## src/rtl/hs2w_pkg.sv

```systemverilog
`timescale 1ns/1ps
package hs2w_pkg;

    // Phase of the single-bit four-phase exchange
    typedef enum logic [1:0] {
        PH_IDLE    = 2'd0,
        PH_DRIVE   = 2'd1,
        PH_RELEASE = 2'd2
    } phase_e;

    // Position inside a message
    typedef enum logic [2:0] {
        FR_IDLE  = 3'd0,
        FR_GAP   = 3'd1,
        FR_PRE   = 3'd2,
        FR_START = 3'd3,
        FR_DATA  = 3'd4,
        FR_END   = 3'd5,
        FR_TURN  = 3'd6
    } frame_e;

    typedef struct packed {
        phase_e ph;
        logic   val;
    } eng_t;

endpackage

```

## src/rtl/hs2w_sync.sv

```systemverilog
`timescale 1ns/1ps
module hs2w_sync #(
    parameter int STAGES = 2
) (
    input  logic clk,
    input  logic rst_n,
    input  logic raw_i,
    output logic sync_o
);
    localparam int DEPTH = (STAGES < 1) ? 1 : STAGES;

    logic [DEPTH-1:0] stg_d, stg_q;

    always_comb begin
        stg_d[0] = raw_i;
        for (int s = 1; s < DEPTH; s++) begin
            stg_d[s] = stg_q[s-1];
        end
    end

    // released wires read high, so the chain resets to 1
    always_ff @(posedge clk or negedge rst_n) begin
        if (!rst_n) stg_q <= '1;
        else        stg_q <= stg_d;
    end

    assign sync_o = stg_q[DEPTH-1];

endmodule

```

## src/rtl/hs2w_bitphase.sv

```systemverilog
`timescale 1ns/1ps
module hs2w_bitphase
    import hs2w_pkg::*;
(
    input  logic clk,
    input  logic rst_n,
    input  logic go_i,
    input  logic val_i,
    input  logic a_low_i,
    input  logic b_low_i,
    output logic pull_a_o,
    output logic pull_b_o,
    output logic idle_o,
    output logic done_o
);
    eng_t eng_d, eng_q;
    logic peer_low;

    // the acknowledging wire is the one not pulled for this value
    assign peer_low = eng_q.val ? a_low_i : b_low_i;

    always_comb begin
        eng_d  = eng_q;
        done_o = 1'b0;
        case (eng_q.ph)
            PH_IDLE: begin
                if (go_i) begin
                    eng_d.ph  = PH_DRIVE;
                    eng_d.val = val_i;
                end
            end
            PH_DRIVE: begin
                if (peer_low) eng_d.ph = PH_RELEASE;
            end
            PH_RELEASE: begin
                if (!peer_low) begin
                    eng_d.ph = PH_IDLE;
                    done_o   = 1'b1;
                end
            end
            default: eng_d.ph = PH_IDLE;
        endcase
    end

    always_ff @(posedge clk or negedge rst_n) begin
        if (!rst_n) eng_q <= '{ph: PH_IDLE, val: 1'b0};
        else        eng_q <= eng_d;
    end

    assign pull_a_o = (eng_q.ph == PH_DRIVE) && !eng_q.val;
    assign pull_b_o = (eng_q.ph == PH_DRIVE) &&  eng_q.val;
    assign idle_o   = (eng_q.ph == PH_IDLE);

    // line A stays pulled until B is seen low
    a_r2_hold_zero: assert property (@(posedge clk) disable iff (!rst_n)
        (pull_a_o && !b_low_i) |=> pull_a_o);

    // line B stays pulled until A is seen low
    a_r3_hold_one: assert property (@(posedge clk) disable iff (!rst_n)
        (pull_b_o && !a_low_i) |=> pull_b_o);

    // A is let go only after the acknowledgement on B
    a_r2_ack_first: assert property (@(posedge clk) disable iff (!rst_n)
        $fell(pull_a_o) |-> $past(b_low_i));

    // B is let go only after the acknowledgement on A
    a_r3_ack_first: assert property (@(posedge clk) disable iff (!rst_n)
        $fell(pull_b_o) |-> $past(a_low_i));

endmodule

```

## src/rtl/hs2w_framer.sv

```systemverilog
`timescale 1ns/1ps
module hs2w_framer
    import hs2w_pkg::*;
#(
    parameter int DATA_W = 8
) (
    input  logic              clk,
    input  logic              rst_n,
    input  logic [DATA_W-1:0] in_data,
    input  logic              in_valid,
    input  logic              in_last,
    input  logic              in_reply,
    output logic              in_ready,
    input  logic              eng_idle_i,
    input  logic              eng_done_i,
    input  logic              b_low_i,
    output logic              go_o,
    output logic              val_o,
    output logic              released_o
);
    localparam int CNT_W = (DATA_W > 1) ? $clog2(DATA_W) : 1;
    localparam logic [CNT_W-1:0] CNT_TOP = CNT_W'(DATA_W - 1);

    typedef struct packed {
        frame_e            st;
        logic [DATA_W-1:0] sh;
        logic [CNT_W-1:0]  cnt;
        logic              last;
        logic              reply;
        logic              rel;
    } frm_t;

    frm_t frm_d, frm_q;
    logic take;
    logic bit_slot;

    assign in_ready = (frm_q.st == FR_IDLE) || (frm_q.st == FR_GAP);
    assign take     = in_valid && in_ready;
    assign bit_slot = (frm_q.st == FR_PRE) || (frm_q.st == FR_START) ||
                      (frm_q.st == FR_DATA) || (frm_q.st == FR_END);
    assign go_o     = bit_slot && eng_idle_i;

    always_comb begin
        case (frm_q.st)
            FR_START: val_o = 1'b0;
            FR_DATA:  val_o = frm_q.sh[0];
            default:  val_o = 1'b1;
        endcase
    end

    always_comb begin
        frm_d     = frm_q;
        frm_d.rel = 1'b0;
        case (frm_q.st)
            FR_IDLE, FR_GAP: begin
                if (take) begin
                    frm_d.sh    = in_data;
                    frm_d.last  = in_last;
                    frm_d.reply = in_reply;
                    frm_d.cnt   = '0;
                    frm_d.st    = (frm_q.st == FR_IDLE) ? FR_PRE : FR_START;
                end
            end
            FR_PRE: begin
                if (eng_done_i) frm_d.st = FR_START;
            end
            FR_START: begin
                if (eng_done_i) frm_d.st = FR_DATA;
            end
            FR_DATA: begin
                if (eng_done_i) begin
                    frm_d.sh = frm_q.sh >> 1;
                    if (frm_q.cnt == CNT_TOP) begin
                        frm_d.st = frm_q.last ? FR_END : FR_GAP;
                    end else begin
                        frm_d.cnt = frm_q.cnt + 1'b1;
                    end
                end
            end
            FR_END: begin
                if (eng_done_i) frm_d.st = frm_q.reply ? FR_TURN : FR_IDLE;
            end
            FR_TURN: begin
                if (b_low_i) begin
                    frm_d.rel = 1'b1;
                    frm_d.st  = FR_IDLE;
                end
            end
            default: frm_d.st = FR_IDLE;
        endcase
    end

    always_ff @(posedge clk or negedge rst_n) begin
        if (!rst_n) begin
            frm_q <= '{st: FR_IDLE, sh: '0, cnt: '0, last: 1'b0, reply: 1'b0, rel: 1'b0};
        end else begin
            frm_q <= frm_d;
        end
    end

    assign released_o = frm_q.rel;

    // bytes are taken only while no bit exchange is running
    a_r7_ready_engine_idle: assert property (@(posedge clk) disable iff (!rst_n)
        in_ready |-> eng_idle_i);

    // a taken byte closes the window at once
    a_r7_take_closes: assert property (@(posedge clk) disable iff (!rst_n)
        take |=> !in_ready);

    // the hand-over indication lasts one cycle
    a_r9_single_pulse: assert property (@(posedge clk) disable iff (!rst_n)
        released_o |=> !released_o);

endmodule

```

## src/rtl/hs2w_tx.sv

```systemverilog
`timescale 1ns/1ps
module hs2w_tx #(
    parameter int DATA_W      = 8,
    parameter int SYNC_STAGES = 2
) (
    input  logic              clk,
    input  logic              rst_n,
    input  logic [DATA_W-1:0] in_data,
    input  logic              in_valid,
    input  logic              in_last,
    input  logic              in_reply,
    output logic              in_ready,
    input  logic              line_a_i,
    input  logic              line_b_i,
    output logic              pd_a_n,
    output logic              pd_b_n,
    output logic              released_o
);
    localparam int LINES = 2;

    logic [LINES-1:0] raw_lvl;
    logic [LINES-1:0] sync_lvl;
    logic a_low, b_low;
    logic pull_a, pull_b;
    logic eng_idle, eng_done;
    logic bit_go, bit_val;

    assign raw_lvl = {line_b_i, line_a_i};

    for (genvar i = 0; i < LINES; i++) begin : g_sync
        hs2w_sync #(.STAGES(SYNC_STAGES)) u_sync (
            .clk    (clk),
            .rst_n  (rst_n),
            .raw_i  (raw_lvl[i]),
            .sync_o (sync_lvl[i])
        );
    end

    assign a_low = !sync_lvl[0];
    assign b_low = !sync_lvl[1];

    hs2w_bitphase u_bit (
        .clk      (clk),
        .rst_n    (rst_n),
        .go_i     (bit_go),
        .val_i    (bit_val),
        .a_low_i  (a_low),
        .b_low_i  (b_low),
        .pull_a_o (pull_a),
        .pull_b_o (pull_b),
        .idle_o   (eng_idle),
        .done_o   (eng_done)
    );

    hs2w_framer #(.DATA_W(DATA_W)) u_frm (
        .clk        (clk),
        .rst_n      (rst_n),
        .in_data    (in_data),
        .in_valid   (in_valid),
        .in_last    (in_last),
        .in_reply   (in_reply),
        .in_ready   (in_ready),
        .eng_idle_i (eng_idle),
        .eng_done_i (eng_done),
        .b_low_i    (b_low),
        .go_o       (bit_go),
        .val_o      (bit_val),
        .released_o (released_o)
    );

    assign pd_a_n = !pull_a;
    assign pd_b_n = !pull_b;

    // never both wires pulled together
    a_r11_one_wire: assert property (@(posedge clk) disable iff (!rst_n)
        pd_a_n || pd_b_n);

    // hand-over is reported with both wires let go
    a_r9_quiet_release: assert property (@(posedge clk) disable iff (!rst_n)
        released_o |-> (pd_a_n && pd_b_n));

    // no byte window while a wire is held
    a_r7_busy_not_ready: assert property (@(posedge clk) disable iff (!rst_n)
        (!pd_a_n || !pd_b_n) |-> !in_ready);

endmodule

```

## config.mk

```make
export PLATFORM = sky130hd
export DESIGN_NAME = hs2w_tx
export DESIGN_NICKNAME = d
export VERILOG_FILES = /design/src/rtl/hs2w_pkg.sv /design/src/rtl/hs2w_sync.sv /design/src/rtl/hs2w_bitphase.sv /design/src/rtl/hs2w_framer.sv /design/src/rtl/hs2w_tx.sv
export SDC_FILE = /design/constraint.sdc
export NUM_CORES = 1
export LEC_CHECK = 0
export BUFFER_PORTS_ARGS = -buffer_cell sky130_fd_sc_hd__buf_2
export CAP_MARGIN = 30
export CORE_MARGIN = 1
export CORE_UTILIZATION = 55
export DETAILED_ROUTE_END_ITERATION = 6
export GPL_ROUTABILITY_DRIVEN = 0
export PLACE_DENSITY = 0.79
export SETUP_SLACK_MARGIN = 0.5
export SLEW_MARGIN = 20
export SYNTH_ARGS = -nofsm -noshare
export SYNTH_HDL_FRONTEND = slang
export SYNTH_SLANG_ARGS = --single-unit
```

## constraint.sdc

```tcl
create_clock -name clk -period 2.8 [get_ports clk]
set_input_delay 0.84 -clock clk [delete_from_list [all_inputs] [get_ports clk]]
set_output_delay 0.84 -clock clk [all_outputs]
set_load 0.05 [all_outputs]
```

# Word level (Yosys, flattened, before mapping)
# Cells that the tools add are included.
[word_totals] reg_bits=24 inputBits=15 output_inout_bits=4 wordCells=77
[op_classes] n_addsub=1 n_eq_ne=20 muxes=23 n_reduce_logical=23
[ops] op="two-way mux 3 bit" count=9
[ops] op="case mux 11 bit (2 select lines)" count=1
[ops] op="!= test 2 bit (second input constant)" count=9
[ops] op="case mux 3 bit (6 select lines)" count=1
[ops] op="two-way mux 16 bit" count=1
[ops] op="two-way mux 14 bit" count=1
[ops] op="equality test 3 bit (second input constant)" count=4
[ops] op="AND reduction 7 bit" count=1
[ops] op="equality test 3 x 2 -> 1 bit (second input constant)" count=2
[ops] op="two-way mux 1 bit" count=6
[ops] op="case mux 2 bit (3 select lines)" count=1
[ops] op="AND reduction 3 bit" count=2
[ops] op="zero test 1 bit" count=5
[ops] op="logical AND 1 bit" count=4
[ops] op="logical OR 1 bit" count=4
[ops] op="two-way mux 2 bit" count=2
[ops] op="!= test 2 x 1 -> 1 bit (second input constant)" count=2
[ops] op="AND reduction 2 bit" count=2
[ops] op="AND reduction 4 bit" count=1
[ops] op="adder 3 x 1 -> 3 bit (second input constant)" count=1
[ops] op="equality test 3 x 1 -> 1 bit (second input constant)" count=1
[ops] op="zero test 3 bit" count=1
[ops] op="equality test 2 x 1 -> 1 bit (second input constant)" count=1
[ops] op="equality test 2 bit (second input constant)" count=1
[ops] op="other kinds (4)" count=4

# Depth between registers and ports, before layout
[depth] ltp_word=7 ltp_mapped=8 ltp_nobuf=6

# Hierarchy
# From an unflattened synthesis, not the netlist that was laid out.
[hier_totals] cells_unflattened=106 hier_area_um2=1243.7
[modules_own_cells] module="hs2w_framer" instances=1 cells_each=83 area_per_inst_um2=955.9 seq_area_each_um2=425.4
[modules_own_cells] module="hs2w_bitphase" instances=1 cells_each=15 area_per_inst_um2=167.7 seq_area_each_um2=75.1
[modules_own_cells] module="hs2w_sync" instances=2 cells_each=2 area_per_inst_um2=52.6 seq_area_each_um2=52.6
[modules_own_cells] module="hs2w_tx" instances=1 cells_each=4 area_per_inst_um2=15.0 seq_area_each_um2=0.0

# Least setup slack after synthesis
# OpenSTA, ideal clock, no wires.
[synth_timing] path_kind="register -> register" startpoint="reg u_frm.frm_q[16] in the netlist's numbering" endpoint="reg u_frm.frm_q[15] in the netlist's numbering" setup_time_ns=0.126 arrival_time_ns=2.291 required_time_ns=2.674 path_slack_ns=0.383 path_stages_with_launch=8 path_buffers=1 period_less_slack_ns=2.417 cell_sequence="dfrtp_1 clkbuf_1 inv_1 ha_1 nor2b_1 or3_1 o221a_2 o32a_1"
[synth_between] elab_chain_len=5 word_cells_on_any_way=19 cone_classes="13 x eq/ne; 1 x mux; 5 x reduce/logical"
[synth_rtl] element="from (decl)" line_no="hs2w_framer.sv:33" source="frm_t frm_d, frm_q;"
[synth_rtl] element="from (signal assigned)" line_no="hs2w_framer.sv:95" source="frm_q <= '{st: FR_IDLE, sh: '0, cnt: '0, last: 1'b0, reply: 1'b0, rel: 1'b0};"
[synth_rtl] element="from (signal assigned)" line_no="hs2w_framer.sv:97" source="frm_q <= frm_d;"
[synth_rtl] element="equality test 3 x 1 -> 1 bit or zero test 3 bit (tied branches)" line_no="hs2w_framer.sv:37" source="assign in_ready = (frm_q.st == FR_IDLE) || (frm_q.st == FR_GAP);"
[synth_rtl] element="logical OR 1 bit *" line_no="hs2w_framer.sv:37"
[synth_rtl] element="named net in_ready" line_no="hs2w_tx.sv:12" source="output logic in_ready,"
[synth_rtl] element="logical AND 1 bit *" line_no="hs2w_framer.sv:38" source="assign take = in_valid && in_ready;"
[synth_rtl] element="!= test 2 x 1 -> 1 bit (no source line) *"
[synth_rtl] element="AND reduction 7 bit (no source line) *"
# Mark *: on every way through the listed nets, which the timed path passes. The rest lies on a longest branch.
# A chain may end at the register's enable or synchronous reset.

# Worst setup path after layout
[layout_timing] startpoint="reg u_frm.frm_q[15] in the netlist's numbering" endpoint="out in_ready"
[layout_between] elab_chain_len=2 word_cells_on_any_way=3 cone_classes="1 x eq/ne; 2 x reduce/logical"
[layout_rtl] element="equality test 3 x 1 -> 1 bit or zero test 3 bit (tied branches)" line_no="hs2w_framer.sv:37"
[layout_rtl] element="logical OR 1 bit *" line_no="hs2w_framer.sv:37"
[layout_rtl] element="to (decl)" line_no="hs2w_tx.sv:12"
# Every way passes the cells marked *; elsewhere a longest branch is shown, timed or not.

==> flow_metrics.py <==
metrics = {
    "critical_path": {
        "crit_required_ps": 1960,
        "rrSetupSlack_ps": 660,
        "crit_type": "reg -> out",
        "cp-start-kind": "register",
        "worstPathArrival_ps": 1380,
        "critical_path.max_fanout": 6,
        "crit_path_cell_trace": "inv_1, ha_2, buf_4",
        "critPathSlowestCell": "dfrtp_2",
        "cp.buffers_inverters": 2,
        "cp-end-kind": "output pin",
        "slowest_delay_ps": 430,
        "path_delay_family": "flip-flops",
    },
    "cts": {
        "cts_hold_buf": 0,
        "cts_tree": "built",
        "cts_num_sinks": 24,
        "clkSlewWorstSetupHoldPaths_ps": 130,
        "numCtsBuffers": 3,
        "cts_max_level": 1,
        "cts_buffer_depth": 2,
        "clock_latency_ps": 310,
        "clk_root_buffer_cell": "clkbuf_4",
    },
    "timing": {
        "fmax_mhz": 450,
        "maxSlewViolCount": 0,
        "skew_ps": 5.69,
        "finalCriticalPeriod_ps": 2220,
        "timing_hold_violations_final": 0,
        "setup_viol": 0,
        "post-route-period-util": 0.793,
        "fin_tns_setup_ps": 0,
        "relSlewSlack": 0.589,
        "rsz0062_at_grt": "no",
        "worst_slew_pin_slew_ps": 616,
    },
    "detailed_routing": {
        "vias": 1064,
        "ant_nets": 0,
        "dr.pass1.iters": 4,
        "drtIter0Drc": 27,
        "totalWireLength_um": 2690,
        "wl_per_cell_um": 14.9,
        "via_per_inst": 5.91,
        "drcViolationCount": 0,
    },
    "die": {
        "placementRows": 17,
        "dieHeight_um": 50.4,
        "die_area_um2": 2540,
        "io_pins": 19,
        "core_um2": 2210,
        "die_x_um": 50.4,
        "start_util": 0.583,
    },
    "layout": {
        "area_growth_pct": 17.3,
        "seqCellArea_um2": 608,
        "multi_input_area_um2": 649,
        "fillers": 175,
        "drive_above_1_share": 0.349,
        "layout_commonest_cell": "nand2_1",
        "final_cell_mix": "24 x nand2_1, 18 x dfrtp_1, 17 x buf_2",
        "design_area_um2": 1510,
        "diodes": 0,
        "finalNetCount": 172,
    },
    "place": {
        "io_buffer_count": 18,
        "dp_hpwl_um": 1850,
        "placed_cell_area_um2": 1400,
    },
    "global_route": {
        "antenna_found_initial": 0,
        "grt_pass1_wl_um": 4270,
        "grt.overflow.total": 0,
        "grt_max_degree": 25,
        "grt_pass1_vias": 965,
        "grt_usage": 0.231,
    },
    "synthesis": {
        "synth_ff_type": "dfrtp_1",
        "avgSynthCellArea_um2": 10.2,
        "synth-edff-count": 0,
        "syn_nets": 146,
        "ys_seq_elements": 24,
        "ys_seq_area_frac": 0.469,
        "synth_cells": 127,
        "netlist-cell-type-count": 38,
        "async_flop_share": 1.00,
        "synthesis.area_um2": 1290,
        "yosysWarnings": 0,
    },
    "job": {
        "cap_violations": 0,
    },
    "min_path": {
        "hp-class": "reg -> reg",
    },
    "power_and_ir_drop": {
        "cellPowerDensity_nw_per_um2": 1110,
        "p_leak_nw": 0.696,
        "ir_drop_uv": 715,
        "total_power_mw": 1.69,
    },
    "status": {
        "status": "finished, final reports clean",
    },
}
[synth_stat cells (2+ instances only)]
library cell / count / share of area
o22a_1: 2 / 0.014
dfstp_2: 4 / 0.081
nor2_1: 5 / 0.015
o21ai_0: 9 / 0.035
nand2_1: 24 / 0.070
inv_1: 4 / 0.012
mux2i_1: 2 / 0.016
a21oi_1: 4 / 0.016
or3_1: 2 / 0.0097
nand2b_1: 5 / 0.024
nor2b_1: 2 / 0.0097
a22o_1: 2 / 0.014
mux2_2: 10 / 0.087
dfrtp_1: 20 / 0.39
ha_1: 4 / 0.039
clkbuf_1: 4 / 0.012
nor3_1: 3 / 0.012
[where the power goes]
part	switching [mW]	total [mW]	internal [mW]
Clock	0.103	0.247	0.145
Combinational	0.468	0.856	0.388
Sequential	0.113	0.583	0.470
[logic make-up after synthesis]
kind of cell | after synthesis | synth area share
xor gates and xnor gates | 1 | 0.00679
buffers and inverters | 9 | 0.0291
adders and majority gates | 4 | 0.0388
DFF | 24 | 0.469
AOI/OAI and AO/OA | 27 | 0.151
and+or+nand+nor | 50 | 0.202
muxes | 12 | 0.103
[worst register-to-register path: cells and delay by family, from the launching register on]
kind,cells,cell delay (ps)
simple gates,3,930
flops,1,410
mux,1,280
fa+ha+maj,2,410
[routing by layer]
metal,part of all wire,vias up,global-route usage
met5,0,-,0
met4,0.034,0,0.0972
met3,0.039,10,0.0394
met2,0.51,41,0.391
met1,0.41,513,0.288
li1,-,500,-
[worst paths after layout]
path                                                 from                        end  cells after the start
worst max-delay path                      u_frm.frm_q[15]                   in_ready                      3
worst min-delay path            g_sync[0].u_sync.stg_q[0]  g_sync[0].u_sync.stg_q[1]                      0
worst max register to register             u_frm.frm_q[3]             u_frm.frm_q[3]                      6
worst min register to register  g_sync[0].u_sync.stg_q[0]  g_sync[0].u_sync.stg_q[1]                      0
max in group asynchronous                           rst_n            u_frm.frm_q[16]                      1
min in group asynchronous                           rst_n             u_frm.frm_q[6]                      1
[flip-flops by register name, indices dropped and copies added, names as in the netlist]
name / flops
g_sync.u_sync.stg_q: 4
u_frm.frm_q: 16
u_bit.eng_q: 3
u_frm.released_o: 1
[metrics by stage]
stage               hold slack (ps)  cells   util  worst slack, ps
CTS                             366    174  0.663              534
global placement                347    169  0.634              683
global route                    367    180  0.684              514
detailed placement              347    169  0.634              541
finish                          365    180  0.684              580
floorplan                       345    127      -              551
[timing repair]
| item | 4_1_cts | 5_1_grt |
|---|---|---|
| endpoints found under the setup margin | 1 | 2 |
| buffers inserted | 1 | 6 |
| resized for setup | 3 | 0 |
[cell type report]
cell class                 instances  share of cell area
clock buffer                       3              0.0149
clock inverter                     1              0.0199
inverter                           4             0.00993
multi-input combinational         94               0.429
sequential                        24               0.402
tap                               28              0.0232
timing repair buffer              26               0.101
Note: power is estimated with default switching activity, not from simulation.
